## config.mk

```make
export PLATFORM = sky130hd
export DESIGN_NAME = gfx_ctx_swap
export DESIGN_NICKNAME = d
export VERILOG_FILES = /design/src/rtl/gfx_ctx_swap_pkg.sv /design/src/rtl/gfx_ctx_slots.sv /design/src/rtl/gfx_ctx_swap.sv
export SDC_FILE = /design/constraint.sdc
export NUM_CORES = 1
export LEC_CHECK = 0
export BUFFER_PORTS_ARGS = -buffer_cell sky130_fd_sc_hd__buf_2
export CORE_MARGIN = 8
export CORE_UTILIZATION = 62
export CTS_CLUSTER_DIAMETER = 150
export DETAILED_ROUTE_END_ITERATION = 12
export PLACE_DENSITY_LB_ADDON = 0.25
export SYNTH_ARGS = -nofsm -noshare
export SYNTH_HDL_FRONTEND = slang
export SYNTH_SLANG_ARGS = --single-unit
```

## constraint.sdc

```tcl
create_clock -name clk -period 3.55 [get_ports clk]
set_clock_uncertainty 0.05 [all_clocks]
set_input_delay 0.1775 -clock clk [delete_from_list [all_inputs] [get_ports clk]]
set_output_delay 0.1775 -clock clk [all_outputs]
set_load 0.01 [all_outputs]
```

## src/rtl/gfx_ctx_swap_pkg.sv

```systemverilog
package gfx_ctx_swap_pkg;

    typedef enum logic [2:0] {
        PH_IDLE,
        PH_DRAIN,
        PH_SAVE,
        PH_LOAD,
        PH_FIN
    } phase_e;

    localparam logic [31:0] CTRL_RESET  = 32'h1000_0100;
    localparam logic [31:0] CTRL_SAVED  = 32'h1000_0000;
    localparam logic [31:0] CTRL_LOADED = 32'h1001_0100;
    localparam logic [31:0] FRESH_WORD0 = 32'hfad4_ff31;

    localparam int VALID_BIT   = 16;
    localparam int STATUS_KEEP = 20;

endpackage

```

## src/rtl/gfx_ctx_slots.sv

```systemverilog
module gfx_ctx_slots #(
    parameter int          NCH   = 4,
    parameter int          NREG  = 4,
    parameter int          DW    = 32,
    parameter logic [31:0] INIT0 = 32'h0,
    parameter int          CHW   = $clog2(NCH),
    parameter int          IW    = $clog2(NREG)
) (
    input  logic           clk,
    input  logic           rst_n,
    input  logic           wr_en,
    input  logic [CHW-1:0] wr_ch,
    input  logic [IW-1:0]  wr_idx,
    input  logic [DW-1:0]  wr_data,
    input  logic [CHW-1:0] rd_ch,
    input  logic [IW-1:0]  rd_idx,
    output logic [DW-1:0]  rd_data
);

    logic [DW-1:0] mem_q [NCH][NREG];

    always_ff @(posedge clk or negedge rst_n) begin
        if (!rst_n) begin
            for (int c = 0; c < NCH; c++) begin
                for (int r = 0; r < NREG; r++) begin
                    mem_q[c][r] <= (r == 0) ? INIT0[DW-1:0] : '0;
                end
            end
        end else if (wr_en) begin
            mem_q[wr_ch][wr_idx] <= wr_data;
        end
    end

    assign rd_data = mem_q[rd_ch][rd_idx];

endmodule

```

## src/rtl/gfx_ctx_swap.sv

```systemverilog
module gfx_ctx_swap
    import gfx_ctx_swap_pkg::*;
#(
    parameter int NCH  = 4,
    parameter int NREG = 4,
    parameter int AW   = $clog2(NREG + 2)
) (
    input  logic          clk,
    input  logic          rst_n,
    input  logic          sw_req_i,
    input  logic [7:0]    sw_chan_i,
    input  logic          eng_idle_i,
    output logic          fetch_en_o,
    output logic          busy_o,
    output logic          done_o,
    input  logic          st_we_i,
    input  logic [AW-1:0] st_widx_i,
    input  logic [31:0]   st_wdata_i,
    input  logic [AW-1:0] st_ridx_i,
    output logic [31:0]   st_rdata_o
);

    localparam int              CHW       = $clog2(NCH);
    localparam int              IW        = $clog2(NREG);
    localparam logic [7:0]      NCH_ID    = 8'(NCH);
    localparam logic [7:0]      LAST_ID   = 8'(NCH - 1);
    localparam logic [IW-1:0]   LAST_IDX  = IW'(NREG - 1);
    localparam logic [AW-1:0]   IDX_CTRL  = AW'(NREG);
    localparam logic [AW-1:0]   IDX_OWNER = AW'(NREG + 1);
    localparam logic [31:0]     KEEP_MASK = (32'h1 << STATUS_KEEP) - 32'h1;

    typedef struct packed {
        phase_e                 ph;
        logic [IW-1:0]          cnt;
        logic [7:0]             src;
        logic [7:0]             tgt;
        logic                   save;
        logic                   skip;
        logic [31:0]            ctrl;
        logic [31:0]            owner;
        logic                   fen;
        logic                   done;
        logic [NREG-1:0][31:0]  live;
    } state_t;

    state_t      q, d;
    logic        slot_we;
    logic [31:0] slot_rdata;
    logic        ctx_valid;

    gfx_ctx_slots #(
        .NCH  (NCH),
        .NREG (NREG),
        .DW   (32),
        .INIT0(FRESH_WORD0)
    ) u_slots (
        .clk    (clk),
        .rst_n  (rst_n),
        .wr_en  (slot_we),
        .wr_ch  (q.src[CHW-1:0]),
        .wr_idx (q.cnt),
        .wr_data(q.live[q.cnt]),
        .rd_ch  (q.tgt[CHW-1:0]),
        .rd_idx (q.cnt),
        .rd_data(slot_rdata)
    );

    assign ctx_valid = q.ctrl[VALID_BIT] && (q.owner[31:24] < NCH_ID);

    always_comb begin
        d       = q;
        d.done  = 1'b0;
        slot_we = 1'b0;
        case (q.ph)
            PH_IDLE: begin
                if (sw_req_i && (sw_chan_i < NCH_ID)) begin
                    d.ph   = PH_DRAIN;
                    d.fen  = 1'b0;
                    d.src  = q.owner[31:24];
                    d.tgt  = sw_chan_i;
                    d.skip = ctx_valid && (q.owner[31:24] == sw_chan_i);
                    d.save = ctx_valid && (q.owner[31:24] != sw_chan_i);
                end
                if (st_we_i) begin
                    if (st_widx_i < IDX_CTRL) begin
                        d.live[st_widx_i[IW-1:0]] = st_wdata_i;
                    end else if (st_widx_i == IDX_CTRL) begin
                        d.ctrl = st_wdata_i;
                    end else if (st_widx_i == IDX_OWNER) begin
                        d.owner = st_wdata_i;
                    end
                end
            end
            PH_DRAIN: begin
                if (eng_idle_i) begin
                    d.cnt = '0;
                    if (q.skip)      d.ph = PH_FIN;
                    else if (q.save) d.ph = PH_SAVE;
                    else             d.ph = PH_LOAD;
                end
            end
            PH_SAVE: begin
                slot_we = 1'b1;
                if (q.cnt == LAST_IDX) begin
                    d.cnt   = '0;
                    d.ph    = PH_LOAD;
                    d.ctrl  = CTRL_SAVED;
                    d.owner = {LAST_ID, q.owner[23:0]};
                end else begin
                    d.cnt = q.cnt + 1'b1;
                end
            end
            PH_LOAD: begin
                if (q.cnt == LAST_IDX) begin
                    d.live[q.cnt] = slot_rdata & KEEP_MASK;
                    d.ph          = PH_FIN;
                end else begin
                    d.live[q.cnt] = slot_rdata;
                    d.cnt         = q.cnt + 1'b1;
                end
            end
            PH_FIN: begin
                d.ctrl  = CTRL_LOADED;
                d.owner = {q.tgt, q.owner[23:0]};
                d.fen   = 1'b1;
                d.done  = 1'b1;
                d.ph    = PH_IDLE;
            end
            default: d.ph = PH_IDLE;
        endcase
    end

    always_ff @(posedge clk or negedge rst_n) begin
        if (!rst_n) begin
            q       <= '0;
            q.ph    <= PH_IDLE;
            q.ctrl  <= CTRL_RESET;
            q.owner <= {LAST_ID, 24'h0};
            q.fen   <= 1'b1;
        end else begin
            q <= d;
        end
    end

    always_comb begin
        st_rdata_o = '0;
        if (st_ridx_i < IDX_CTRL)        st_rdata_o = q.live[st_ridx_i[IW-1:0]];
        else if (st_ridx_i == IDX_CTRL)  st_rdata_o = q.ctrl;
        else if (st_ridx_i == IDX_OWNER) st_rdata_o = q.owner;
    end

    assign fetch_en_o = q.fen;
    assign busy_o     = (q.ph != PH_IDLE);
    assign done_o     = q.done;

    assert_gated_while_busy_R2: assert property (@(posedge clk) disable iff (!rst_n)
        busy_o |-> !fetch_en_o);

    assert_bad_id_ignored_R2: assert property (@(posedge clk) disable iff (!rst_n)
        (!busy_o && sw_req_i && (sw_chan_i >= NCH_ID)) |=> !busy_o);

    assert_drain_waits_R3: assert property (@(posedge clk) disable iff (!rst_n)
        (q.ph == PH_DRAIN && !eng_idle_i) |=> (q.ph == PH_DRAIN));

    assert_saved_words_R4: assert property (@(posedge clk) disable iff (!rst_n)
        (q.ph == PH_LOAD && $past(q.ph) == PH_SAVE) |->
            (q.ctrl == CTRL_SAVED && q.owner[31:24] == LAST_ID));

    assert_done_single_R6: assert property (@(posedge clk) disable iff (!rst_n)
        done_o |=> !done_o);

    assert_done_state_R6: assert property (@(posedge clk) disable iff (!rst_n)
        done_o |-> (fetch_en_o && q.ctrl == CTRL_LOADED && q.owner[31:24] == q.tgt));

    assert_owner_low_kept_R6: assert property (@(posedge clk) disable iff (!rst_n)
        (busy_o && $past(busy_o)) |-> (q.owner[23:0] == $past(q.owner[23:0])));

endmodule

```

==> impl_metrics.tcl <==
set metrics [dict create \
    outcome "completed" \
    clkSinkCount 723 \
    place_area_mm2 0.0367 \
    drc 0 \
    met1_usage 0.412 \
    synth-seq-cells 723 \
    synth_cell_types 56 \
    vias 23904 \
    drive_above_1_share 0.411 \
    totalWireLength_mm 95.5 \
    post_drt_wl_per_cell_um 27.0 \
    boundaryPins 86 \
    synth_xor_xnor_area_share 0.00222 \
    htreeDepth 3 \
    path_clk_slew_ns 0.06 \
    whs_path_depth 5 \
    overflow 0 \
    yosys.area_share.simple 0.0636 \
    async_reset_ff_frac 1.00 \
    hold_path_class "input pin to flip-flop" \
    final_max_slew_viol_count 0 \
    drt_pass1_iterations 7 \
    p_comb_frac 0.378 \
    reg2reg_from "q[213]" \
    grt_use_total 0.298 \
    min_period_ns 3.05 \
    synth_fa_ha_area_frac 0.00141 \
    fillCellCount 3759 \
    port_buffers 85 \
    cp_data_arrival_time_ns 3.49 \
    placementRows 87 \
    min-delay-start "sw_chan_i[7]" \
    rsz0062_at_grt "no" \
    whs_endpoint "q[194]" \
    clockBufferDepth 3 \
    slowest_stage "nand3_2" \
    grt_util_met3 0.0810 \
    clkPwrFrac 0.242 \
    top_usage_layer "met2" \
    globalRouteMet2Util 0.459 \
    crit_path_cell_trace "inv_1, ha_1, nor2b_1, nand3_2, buf_4, mux2_2" \
    cts_tree "built" \
    pre_cts_slack_ns 0.590 \
    place_inst 3369 \
    power.internal_mw 21.2 \
    syn-instance-count 2674 \
    grt_pass1_wl_mm 149 \
    synthToLayoutAreaGrowth_pct 11.8 \
    fin_area_mm2 0.0396 \
    synth_top_family_by_area "multiplexers" \
    synthMuxAreaShare 0.324 \
    ant_nets 0 \
    fin_crit_sh 0.858 \
    synth-compound-area-share 0.0549 \
    final_cell_mix "dfrtp_1, mux2_2, nand2_1" \
    fin_tns_setup_ns 0 \
    final_common_cell "dfrtp_1" \
    avgSynthCellArea_um2 13.2 \
    dpl.hpwl_mm 59.5 \
    dieArea_mm2 0.0650 \
    cts_resized 0 \
    root_buffer "clkbuf_16" \
    ys.flop_type "dfrtp_1" \
    reg2regPathDepth 6 \
    fmax_mhz 328 \
    pwr_density_cell_mw_per_mm2 840 \
    viasPerCell 6.75 \
    worstSetupStartpointType "flip-flop" \
    p_sw_mw 12.1 \
    crit_family "simple AND/OR/NAND/NOR gates" \
    cp_num_buf_inv 2 \
    irDropWorstVdd_mv 0.717 \
    clock_latency_ns 0.62 \
    crit_type "flip-flop to flip-flop" \
    end_kind "flip-flop" \
    critPathMaxStageDelay_ns 0.60 \
    grt_pass1_vias 25305 \
    setup_viol_count_final 0 \
    fin_nets 2782 \
    slew_headroom 0.147 \
    maxCapViolCount 0 \
    synth_area_mm2 0.0354 \
    grt_antenna_before_repair 0 \
    holdWs_ns 0.0386 \
    crit_required_ns 4.00 \
    path_max_fanout 17 \
    swShare 0.363 \
    die_x_um 255 \
    ys_seq_area_frac 0.514 \
    core_area_mm2 0.0565 \
    r2r_slack_ns 0.50 \
    finalPower_mw 33.3 \
    rr_endpoint "u_slots.mem_q[329]" \
    die_height_um 255 \
    tightest_slew_ns 1.28 \
    hold_viol 0 \
    power_leakage_nw 17.8 \
    start_util 0.627 \
    fin_cells 3541 \
    synth_edf_count 0 \
    sequentialPowerShare 0.380 \
    final_util 0.701 \
    synth_nets 2729 \
    drtIter0Drc 2576 \
    cts_inserted_buffers 76 \
    grt_max_degree 116 \
    cts_setup_buffers 0 \
    gp_congestion 0.902 \
    ys.warnings.count 0 \
    worst_slack_ns 0.505 \
]
## registers in the layout, indices dropped and copies added, names as in the netlist
name / flops
q: 209
fetch_en_o: 1
u_slots.mem_q: 512
done_o: 1
## cell families (layout without fill, tap and decap cells)
logic type                 count (synthesis)  in the layout
muxes                                    863            863
buffers and inverters                    292            402
xor gates and xnor gates                   9              9
AOI/OAI and AO/OA                        298            298
adders and majority gates                  4              4
and+or+nand+nor                          485            485
other                                      0              1
DFF                                      723            723
## power groups by stage
| stage | combinational [mW] | clock, mW | sequential [mW] |
|---|---|---|---|
| 2_1_floorplan | 8.99 | 0 | 12.1 |
| 3_3_place_gp | 11.8 | 0 | 12.4 |
| 3_5_place_dp | 12.3 | 0 | 12.7 |
| 4_1_cts | 12.4 | 8.17 | 12.6 |
| 5_1_grt | 13.4 | 8.51 | 12.9 |
| 6_report | 12.6 | 8.06 | 12.7 |
## area by class of cell
| class | count | area [um^2] | share of cell area |
|---|---|---|---|
| repair buffers | 200 | 1730 | 0.0437 |
| well taps | 756 | 946 | 0.0239 |
| multi-input cells | 1659 | 15900 | 0.402 |
| diodes | 1 | 2.50 | 0.0000632 |
| flip-flops and latches | 723 | 18200 | 0.460 |
| clock inverters | 21 | 290 | 0.00733 |
| clock buffers | 114 | 2230 | 0.0564 |
| inverters | 67 | 251 | 0.00635 |
## cells in the mapped netlist, types with 15 or more instances
cell       count  area share
buf_2        103       0.015
nand2_1      315       0.033
a22o_1        19      0.0047
clkbuf_1      84      0.0089
o21ai_0      103       0.015
buf_4         15      0.0032
dfrtp_1      634        0.45
nand3_1       47      0.0066
mux2i_1      119       0.034
o22ai_1       32      0.0057
o21ai_1       16      0.0023
inv_1         67      0.0071
mux4_2       159        0.10
mux2_2       578        0.18
nand4_1       52      0.0092
dfstp_2       89       0.066
o2111ai_1     26      0.0064
a22oi_1       71       0.015
## worst register-to-register path, delay by kind of cell, from the launching register on
family	cells	cell delay, ns
mux	1	0.29
buf+inv	2	0.65
fa+ha+maj	1	0.28
simple gates	2	1.09
flops	1	0.58
## per-layer routing
metal  part of all wire  vias to the layer above
met1               0.41                    12380
met2               0.46                     1313
met4              0.029                        0
met5                  0                        -
li1                   -                     9966
met3               0.10                      245
## what timing repair did
action / in CTS / in global routing
hold buffers: 36 / 0
setup endpoints to repair: 0 / 0
hold endpoints to repair: 276 / 0
## worst max-delay path by stage
stage / from / slack (ns) / depth (start not counted) / endpoint
floorplan: q[212] / 0.93 / 12 / u_slots.mem_q[102]
global placement: q[213] / 0.71 / 6 / u_slots.mem_q[321]
detailed placement: q[213] / 0.59 / 6 / u_slots.mem_q[323]
CTS: q[213] / 0.57 / 6 / u_slots.mem_q[329]
global route: q[213] / 0.44 / 6 / u_slots.mem_q[329]
finish: q[213] / 0.50 / 6 / u_slots.mem_q[329]
Power figures use the tool's default switching activity.
